--- config.mk ---
export PLATFORM = sky130hd
export DESIGN_NAME = dma_chan
export DESIGN_NICKNAME = d
export VERILOG_FILES = /design/src/rtl/dma_pkg.sv /design/src/rtl/dma_ptr.sv /design/src/rtl/dma_lock.sv /design/src/rtl/dma_chan.sv
export SDC_FILE = /design/constraint.sdc
export NUM_CORES = 1
export LEC_CHECK = 0
export ABC_CLOCK_PERIOD_IN_PS = 3210
export BUFFER_PORTS_ARGS = -buffer_cell sky130_fd_sc_hd__buf_4
export CAP_MARGIN = 20
export CORE_MARGIN = 10
export CORE_UTILIZATION = 38
export CTS_BUF_LIST = sky130_fd_sc_hd__clkbuf_2 sky130_fd_sc_hd__clkbuf_4 sky130_fd_sc_hd__clkbuf_8
export DETAILED_ROUTE_END_ITERATION = 10
export MAX_ROUTING_LAYER = met4
export PLACE_DENSITY = 0.61
export SETUP_SLACK_MARGIN = 0.2
export SLEW_MARGIN = 10
export SYNTH_ARGS = -nofsm -noshare
export SYNTH_HDL_FRONTEND = slang
export SYNTH_SLANG_ARGS = --single-unit
--- constraint.sdc ---
create_clock -name clk -period 3.21 [get_ports clk]
set_input_delay 0.642 -clock clk [delete_from_list [all_inputs] [get_ports clk]]
set_output_delay 0.642 -clock clk [all_outputs]
set_load 0.01 [all_outputs]
--- src/rtl/dma_pkg.sv ---
package dma_pkg;
    typedef enum logic [1:0] {CH_IDLE, CH_READ, CH_WRITE} ch_state_t;
    typedef enum logic [1:0] {LK_WAIT, LK_HAVE55, LK_ARMED} lk_state_t;

    localparam logic [3:0] RA_CTRL = 4'd0;
    localparam logic [3:0] RA_SRC0 = 4'd1;
    localparam logic [3:0] RA_SRC1 = 4'd2;
    localparam logic [3:0] RA_SRC2 = 4'd3;
    localparam logic [3:0] RA_DST0 = 4'd4;
    localparam logic [3:0] RA_DST1 = 4'd5;
    localparam logic [3:0] RA_SSZ0 = 4'd6;
    localparam logic [3:0] RA_SSZ1 = 4'd7;
    localparam logic [3:0] RA_DSZ0 = 4'd8;
    localparam logic [3:0] RA_DSZ1 = 4'd9;
    localparam logic [3:0] RA_RSEL = 4'd10;
    localparam logic [3:0] RA_PRIO = 4'd11;
    localparam logic [3:0] RA_LOCK = 4'd12;

    localparam logic [7:0] KEY_FIRST  = 8'h55;
    localparam logic [7:0] KEY_SECOND = 8'hAA;
endpackage

--- src/rtl/dma_ptr.sv ---
module dma_ptr #(
    parameter int AW = 24,
    parameter int CW = 16
) (
    input  logic          clk,
    input  logic          rst_n,
    input  logic          reload,
    input  logic          step,
    input  logic          inc,
    input  logic [AW-1:0] start,
    input  logic [CW-1:0] size,
    output logic [AW-1:0] ptr,
    output logic          wrap
);
    logic [CW-1:0] cnt;

    assign wrap = step && ((cnt + 1'b1) == size);

    always_ff @(posedge clk or negedge rst_n) begin
        if (!rst_n) begin
            cnt <= '0;
            ptr <= '0;
        end else if (reload || wrap) begin
            cnt <= '0;
            ptr <= start;
        end else if (step) begin
            cnt <= cnt + 1'b1;
            if (inc) ptr <= ptr + 1'b1;
        end
    end

    // a fixed pointer only ever holds or reloads
    a_r3_fixed_holds: assert property (@(posedge clk) disable iff (!rst_n)
        (step && !inc && !reload) |=> (ptr == $past(ptr) || ptr == $past(start)));
endmodule

--- src/rtl/dma_lock.sv ---
module dma_lock
    import dma_pkg::*;
(
    input  logic       clk,
    input  logic       rst_n,
    input  logic       we_lock,
    input  logic       we_prio,
    input  logic [7:0] wdata,
    output logic       prio_hi,
    output logic       locked
);
    lk_state_t lk, lk_nxt;
    logic      set_lock;

    always_ff @(posedge clk or negedge rst_n) begin
        if (!rst_n) lk <= LK_WAIT;
        else        lk <= lk_nxt;
    end

    always_comb begin
        lk_nxt   = lk;
        set_lock = 1'b0;
        if (we_lock) begin
            unique case (lk)
                LK_WAIT:   lk_nxt = (wdata == KEY_FIRST) ? LK_HAVE55 : LK_WAIT;
                LK_HAVE55: lk_nxt = (wdata == KEY_SECOND) ? LK_ARMED :
                                    (wdata == KEY_FIRST)  ? LK_HAVE55 : LK_WAIT;
                LK_ARMED: begin
                    lk_nxt   = LK_WAIT;
                    set_lock = wdata[0];
                end
                default:   lk_nxt = LK_WAIT;
            endcase
        end
    end

    always_ff @(posedge clk or negedge rst_n) begin
        if (!rst_n) begin
            locked  <= 1'b0;
            prio_hi <= 1'b0;
        end else begin
            if (set_lock) locked <= 1'b1;
            if (we_prio && !locked) prio_hi <= wdata[0];
        end
    end

    // the lock rises only from the armed state
    a_r10_needs_key: assert property (@(posedge clk) disable iff (!rst_n)
        $rose(locked) |-> $past(lk) == LK_ARMED);
    // the lock is sticky
    a_r10_sticky: assert property (@(posedge clk) disable iff (!rst_n)
        locked |=> locked);
    // priority frozen while locked
    a_r11_prio_frozen: assert property (@(posedge clk) disable iff (!rst_n)
        locked |=> $stable(prio_hi));
endmodule

--- src/rtl/dma_chan.sv ---
module dma_chan
    import dma_pkg::*;
#(
    parameter int NREQ = 4
) (
    input  logic            clk,
    input  logic            rst_n,
    input  logic            reg_we,
    input  logic [3:0]      reg_addr,
    input  logic [7:0]      reg_wdata,
    input  logic [NREQ-1:0] req_in,
    input  logic            cpu_busy,
    input  logic [7:0]      bus_rdata,
    output logic            cpu_stall,
    output logic            bus_rd,
    output logic            bus_wr,
    output logic [23:0]     bus_addr,
    output logic [7:0]      bus_wdata,
    output logic            done,
    output logic            overrun,
    output logic            trig_armed,
    output logic            prio_locked
);
    localparam int SAW   = 24;
    localparam int DAW   = 16;
    localparam int CW    = 16;
    localparam int SEL_W = (NREQ > 1) ? $clog2(NREQ) : 1;

    ch_state_t        st, st_nxt;
    logic             chan_en, trig_en, src_inc, dst_inc;
    logic [SAW-1:0]   src_start, src_ptr;
    logic [DAW-1:0]   dst_start, dst_ptr;
    logic [CW-1:0]    src_size, dst_size;
    logic [SEL_W-1:0] rsel;
    logic [7:0]       data_q;
    logic             pend, prio_hi;
    logic             req_hit, active, bus_go, step, reload, src_wrap, dst_wrap;

    assign req_hit    = req_in[rsel];
    assign active     = chan_en && trig_en;
    assign bus_go     = prio_hi || !cpu_busy;
    assign trig_armed = trig_en;

    // register port
    always_ff @(posedge clk or negedge rst_n) begin
        if (!rst_n) begin
            {chan_en, trig_en, src_inc, dst_inc} <= '0;
            src_start <= '0;
            dst_start <= '0;
            src_size  <= CW'(1);
            dst_size  <= CW'(1);
            rsel      <= '0;
        end else begin
            if (reg_we) begin
                unique case (reg_addr)
                    RA_CTRL: {dst_inc, src_inc, trig_en, chan_en} <= reg_wdata[3:0];
                    RA_SRC0: src_start[7:0]   <= reg_wdata;
                    RA_SRC1: src_start[15:8]  <= reg_wdata;
                    RA_SRC2: src_start[23:16] <= reg_wdata;
                    RA_DST0: dst_start[7:0]   <= reg_wdata;
                    RA_DST1: dst_start[15:8]  <= reg_wdata;
                    RA_SSZ0: src_size[7:0]    <= reg_wdata;
                    RA_SSZ1: src_size[15:8]   <= reg_wdata;
                    RA_DSZ0: dst_size[7:0]    <= reg_wdata;
                    RA_DSZ1: dst_size[15:8]   <= reg_wdata;
                    RA_RSEL: rsel             <= reg_wdata[SEL_W-1:0];
                    default: ;
                endcase
            end
            if (done) trig_en <= 1'b0;
        end
    end

    // state register
    always_ff @(posedge clk or negedge rst_n) begin
        if (!rst_n) st <= CH_IDLE;
        else        st <= st_nxt;
    end

    // next state
    always_comb begin
        st_nxt = st;
        unique case (st)
            CH_IDLE:  if (active && (pend || req_hit)) st_nxt = CH_READ;
            CH_READ:  if (!chan_en) st_nxt = CH_IDLE;
                      else if (bus_go) st_nxt = CH_WRITE;
            CH_WRITE: if (bus_go) st_nxt = CH_IDLE;
            default:  st_nxt = CH_IDLE;
        endcase
    end

    // outputs
    always_comb begin
        bus_rd    = (st == CH_READ) && chan_en && bus_go;
        bus_wr    = (st == CH_WRITE) && bus_go;
        bus_addr  = (st == CH_READ) ? src_ptr : {{(SAW-DAW){1'b0}}, dst_ptr};
        bus_wdata = data_q;
        cpu_stall = prio_hi && (st != CH_IDLE);
        step      = bus_wr;
        done      = bus_wr && src_wrap;
        reload    = (st == CH_IDLE) && !chan_en;
    end

    // read data, request latch, overrun
    always_ff @(posedge clk or negedge rst_n) begin
        if (!rst_n) begin
            data_q  <= '0;
            pend    <= 1'b0;
            overrun <= 1'b0;
        end else begin
            if (bus_rd) data_q <= bus_rdata;
            if (reg_we && reg_addr == RA_CTRL) overrun <= 1'b0;
            if (!chan_en) begin
                pend <= 1'b0;
            end else if (st == CH_IDLE) begin
                if (st_nxt == CH_READ) pend <= pend && req_hit;
            end else if (req_hit && trig_en) begin
                if (pend) overrun <= 1'b1;
                else      pend    <= 1'b1;
            end
            if (done) pend <= 1'b0;
        end
    end

    dma_ptr #(.AW(SAW), .CW(CW)) u_src (
        .clk(clk), .rst_n(rst_n), .reload(reload), .step(step), .inc(src_inc),
        .start(src_start), .size(src_size), .ptr(src_ptr), .wrap(src_wrap));

    dma_ptr #(.AW(DAW), .CW(CW)) u_dst (
        .clk(clk), .rst_n(rst_n), .reload(reload), .step(step), .inc(dst_inc),
        .start(dst_start), .size(dst_size), .ptr(dst_ptr), .wrap(dst_wrap));

    dma_lock u_lock (
        .clk(clk), .rst_n(rst_n),
        .we_lock(reg_we && reg_addr == RA_LOCK),
        .we_prio(reg_we && reg_addr == RA_PRIO),
        .wdata(reg_wdata), .prio_hi(prio_hi), .locked(prio_locked));

    // never a read and a write together
    a_r7_one_cycle_kind: assert property (@(posedge clk) disable iff (!rst_n)
        $onehot0({bus_rd, bus_wr}));
    // a read is followed by the write phase
    a_r7_read_then_write: assert property (@(posedge clk) disable iff (!rst_n)
        bus_rd |=> (st == CH_WRITE));
    // low priority uses only idle CPU cycles
    a_r6_bubble_only: assert property (@(posedge clk) disable iff (!rst_n)
        ((bus_rd || bus_wr) && !prio_hi) |-> !cpu_busy);
    // stall only in high priority
    a_r6_stall_hi: assert property (@(posedge clk) disable iff (!rst_n)
        cpu_stall |-> prio_hi);
    // done disarms the trigger
    a_r8_done_disarms: assert property (@(posedge clk) disable iff (!rst_n)
        done |=> !trig_en);
    // overrun rises only during a move
    a_r9_overrun_busy: assert property (@(posedge clk) disable iff (!rst_n)
        $rose(overrun) |-> $past(st) != CH_IDLE);
endmodule

==> After elaboration in Yosys (flattened, before gate mapping) <==
Index checks and enable logic that the tools add are counted.
{ "totals": {"memories": 0, "out_inout_bits": 39, "ff_bits": 166, "mem_bits_rw": 0, "latch_bits": 0, "mem_bits_ro": 0} }
{ "classes": {"n_shift": 0, "n_addsub": 4, "bitwise": 0, "eq_ne": 23, "reduce_logical": 48, "muxes": 36, "mul": 0, "magnitude_cmp": 1, "div_mod_pow": 0} }
{ "op_table": {"columns": ["cell", "count"], "rows": [
  ["2-to-1 mux 16 bit", 7],
  ["2-to-1 mux 24 bit", 4],
  ["adder 16 x 1 -> 16 bit (second input constant)", 3],
  ["equality test 16 bit", 2],
  ["AND reduction 2 bit", 15],
  ["adder 24 x 1 -> 24 bit (second input constant)", 1],
  ["equality test 4 bit (second input constant)", 5],
  ["2-to-1 mux 1 bit", 17],
  ["equality test 4 x 3 -> 1 bit (second input constant)", 4],
  ["logical AND 1 bit", 16],
  ["nonzero test 2 bit", 7],
  ["2-to-1 mux 2 bit", 5],
  ["equality test 4 x 2 -> 1 bit (second input constant)", 2],
  ["equality test 8 x 7 -> 1 bit (second input constant)", 1],
  ["equality test 8 bit (second input constant)", 1],
  ["equality test 2 x 1 -> 1 bit (second input constant)", 3],
  ["one-hot mux 2 bit (3 select lines)", 1],
  ["equality test 2 bit (second input constant)", 2],
  ["equality test 4 x 1 -> 1 bit (second input constant)", 1],
  ["logical NOT 2 bit", 2],
  ["logical NOT 4 bit", 1],
  ["logical OR 1 bit", 4],
  ["!= test 4 x 2 -> 1 bit (second input constant)", 1],
  ["!= test 4 x 3 -> 1 bit (second input constant)", 1],
  ["4 further kinds", 6]
]} }

==> Depth between registers and ports, before layout <==
{ "depth": {"depth_word": 11, "mapped_depth": 10, "depth_no_buf": 8} }

==> Cells and area by module <==
Synthesis repeated with hierarchy kept, for this count alone.
{ "hier_totals": {"cells_unflattened": 779, "hier_area_um2": 8989.9} }
{ "by_module_without_submodules": {"columns": ["mod", "n_inst", "seq_area_each_um2", "area_each_um2", "cells_per_inst"], "rows": [
  ["dma_chan", 1, 2254.7, 3876.2, 260],
  ["dma_ptr at u_src", 1, 1001.0, 2766.4, 279],
  ["dma_ptr at u_dst", 1, 800.8, 2138.3, 222],
  ["dma_lock", 1, 100.1, 209.0, 18]
]} }

==> Worst setup path after synthesis <==
OpenSTA, ideal clock, no wires.
{ "synth_path": {"path_type": "register -> output", "start": "reg u_src.cnt[0]", "end": "out done", "t_arrival_ns": 2.290, "stages_incl_launch_ff": 8, "required_ns": 2.568, "path_buffers": 0, "setup_slack_ns": 0.278, "cell_sequence": "dfrtp_1 > ha_1 > and4_1 > nand2_2 > o41a_1 > nor2_1 > or4bb_1 > nor3_1"} }
{ "synth_via": {"elab_chain_len": 4} }
{ "synth_rtl": {"columns": ["element", "line", "source"], "rows": [
  ["start: declaration", "dma_ptr.sv:15", "logic [CW-1:0] cnt;"],
  ["start signal: assignment", "dma_ptr.sv:27", "cnt <= cnt + 1'b1;"],
  ["adder 16 x 1 -> 16 bit", "dma_ptr.sv:17", "assign wrap = step && ((cnt + 1'b1) == size);"],
  ["equality test 16 bit", "dma_ptr.sv:17", null],
  ["logical AND 1 bit", "dma_ptr.sv:17", null],
  ["logical AND 1 bit", "dma_chan.sv:100", "done = bus_wr && src_wrap;"],
  ["end: declaration", "dma_chan.sv:19", "output logic done,"]
]} }
No other way between the ends.

==> Final worst setup path <==
{ "layout_path": {"start": "reg u_src.cnt[9]", "end": "out done"} }
The elaborated chain is that of the path after synthesis.

==> metrics.md <==
| Metric | Value |
|---|---|
| Critical path cell sequence | and4_1 > xnor2_1 > o41a_1 > nor2_1 > or4bb_1 > nor3_2 > buf_4 |
| Placed insts | 1116 |
| Area after DPL | 9650 um2 |
| Post-layout min period | 3220 ps |
| Clock buffer count from CTS | 17 |
| Pre-CTS setup slack | 116 ps |
| Area grow syn2layout | 15.0% |
| Area of the die | 29600 um2 |
| WP data required | 2570 ps |
| Worst slew pin tran | 820 ps |
| Grt ovf | 0 |
| Max transition margin | 0.452 |
| Routed WL | 21000 um |
| DRT Pass-1 Iters | 4 |
| CP endpoint kind | primary output |
| Mean post-synth cell area | 11.3 um2 |
| Ys async rst share | 1.00 |
| Clk_skew | 15.3 ps |
| # setup viols final | 1 |
| Most common cell after layout, fill and taps aside | dfrtp_1 |
| Crit path DAT | 2580 ps |
| Worst path slowest cell | or4bb_1 |
| Avg WL per Cell | 18.2 um |
| Leakage power figure | 4.29 nW |
| Final hold violations | 0 |
| Syn Inst Count | 780 |
| Ant diodes | 0 |
| Port-buffer cells | 66 |
| Seq/Total Area, Yosys | 0.473 |
| VDD IR max | 0.324 mV |
| Die Wd | 172 um |
| Post-synthesis register bit count | 166 |
| Top cells by area, synth | dfrtp_1, mux2_2, xnor2_1 |
| I/O pin total | 67 |
| Power Density | 643 nW/um2 |
| Maximum number of pins on one net before global-route repair | 79 |
| Number of synthesized flops with an enable pin | 0 |
| Initial antenna violation count | 1 |
| Max-slew violation count | 0 |
| Clock sink count | 166 |
| Worst setup path category | reg2out |
| CTS tree | built |
| Number of buffers on the longest clock path | 2 |
| Syn nets | 812 |
| Fmax | 0.311 GHz |
| Final Total Pwr | 6.49 mW |
| Worst path max stage delay | 500 ps |
| Crit start category | flip-flop |
| DR vias/cell | 5.25 |
| Synth area leader | dfrtp_1 |
| Hold_buf cts | 0 |
| H-Tree Depth | 4 |
| Setup WS post-layout | -7.88 ps |
| Status | complete, but fails checks |
| Clk slew on worst S/H paths | 90 ps |
| # DRC | 0 |
| Die height | 172 um |
| Post-DP HPWL | 14800 um |
| Share of the synthesized area in the top cell type | 0.467 |
| Most frequent cells in the layout | dfrtp_1, mux2_2, buf_4 |
| TNS Setup | -7.88 ps |
| Std-Cell Rows | 55 |
| Hold crit path type | in2async |
| Clk Tree Root Cell | clkbuf_8 |
| Layout Cells excl Fill | 1154 |
| Routability cong. | 0.885 |
| RSZ-0062 raised after global routing | true |
| Post-Syn Area | 8780 um2 |
| GRT Total Usage | 0.153 |
| Library cells used by synthesis | 63 |
| Number of max-cap violations | 0 |
| Remaining antenna violation count | 0 |
| Area of the core | 22700 um2 |
| Share of layout cells above drive strength 1 | 0.300 |
| Cell area after layout | 10100 um2 |
| First-pass GRT wire length | 34100 um |
| Synth Flop Type | dfrtp_1 |
| Crit-path max FO | 4 |
| Vias | 6055 |
| Failing checks | setup timing |
| Initial Util | 0.387 |
| Fin nets | 888 |
| Synthesis Warnings | 0 |
| Clk_lat worst skew | 470 ps |
| Number of global-route vias before repair | 6183 |
| Initial drt markers | 377 |
| Fin crit share | 1.00 |
## what timing repair did
action | 4_1_cts | 5_1_grt
pin swaps | 4 | 1
setup buffers | 5 | 1
setup endpoints to repair | 24 | 30
gates resized for setup | 7 | 2
## synth_stat cells (2+ instances only)
cell type	n
nor2_1	65
ha_1	4
buf_6	5
nor4bb_1	2
o31a_1	3
o31ai_4	2
xnor2_1	73
and3_1	15
nand2b_1	4
nand2_1	52
and2_1	9
inv_1	13
o211ai_1	2
or3_1	6
a21oi_1	9
nor3_1	18
mux2i_1	2
nand4_1	21
mux2_2	106
dfstp_2	2
mux2_1	25
nand3b_1	5
dfrtp_1	164
nor3b_1	5
and4_1	8
o21ai_1	3
buf_2	4
o2111ai_1	2
nor2b_1	7
buf_4	5
a211o_1	2
xor2_1	37
a22o_1	2
mux2_4	10
clkbuf_1	20
o21ai_0	11
nand4b_1	2
or2_2	3
or4bb_1	2
nand3_1	27
## metrics by stage
step                utilization  hold WS (ps)
floorplan                     -           346
global placement          0.425           466
detailed placement        0.425           466
CTS                       0.444           232
global route              0.445           244
finish                    0.445           216
## layer usage
layer | up-vias | global-route usage | share of wire | wire (um)
met2 | 105 | 0.237 | 0.47 | 9910
met1 | 3050 | 0.200 | 0.48 | 10100
met3 | 24 | 0.0246 | 0.029 | 600
met4 | 0 | 0.0510 | 0.016 | 333
li1 | 2876 | - | - | -
met5 | - | - | 0 | 0
## critical path: cells and delay by family (launching register included)
| family | cells | cell delay (ps) |
|---|---|---|
| buffers and inverters | 1 | 150 |
| xor gates and xnor gates | 1 | 130 |
| and+or+nand+nor | 4 | 980 |
| DFF | 1 | 420 |
| AOI/OAI and AO/OA | 1 | 440 |
## kinds of logic (layout without fill, tap and decap cells)
family	after synthesis	in the layout	synth area share
AND/OR/NAND/NOR	261	261	0.155
flip-flops	166	166	0.473
AO/OA/AOI/OAI	46	46	0.0385
buffers and inverters	49	138	0.0279
multiplexers	144	144	0.190
XOR/XNOR	110	110	0.110
adder cells (fa/ha/maj)	4	4	0.00570
## power by group
group / internal [mW] / switching (mW) / total [mW]
Sequential: 2.61 / 0.505 / 3.12
Clock: 0.649 / 0.812 / 1.46
Combinational: 1.10 / 0.815 / 1.91
Total: 4.36 / 2.13 / 6.49
## worst paths after layout
kind / endpoint / startpoint / cells after the start / slack, ps
setup / recovery: done / u_src.cnt[9] / 7 / -8
hold / removal: dst_start[11] / rst_n / 1 / 220
setup reg to reg: u_src.ptr[17] / u_src.cnt[3] / 9 / 390
hold reg to reg: u_lock.locked / u_lock.lk[0] / 1 / 480
max in group asynchronous: src_size[0] / rst_n / 2 / 2220
min in group clk: bus_wdata[6] / bus_rdata[6] / 2 / 410
## layout make-up
class	instances	area, um2
fillers	2192	12600
multi-input cells	565	4400
flip-flops and latches	166	4160
repair buffers	92	744
well taps	285	357
clock buffers	19	255
clock inverters	13	125
inverters	14	52.6
## sequential cells by signal, indices dropped and copies added, names as in the netlist, 2 cells and up
name and cells:
u_lock.lk 2, u_src.cnt 16, rsel 2, bus_wdata 8
st 2, dst_start 16, u_src.ptr 24, src_size 16
u_dst.ptr 16, src_start 24, dst_size 16, u_dst.cnt 16
Power figures use the tool's default switching activity.
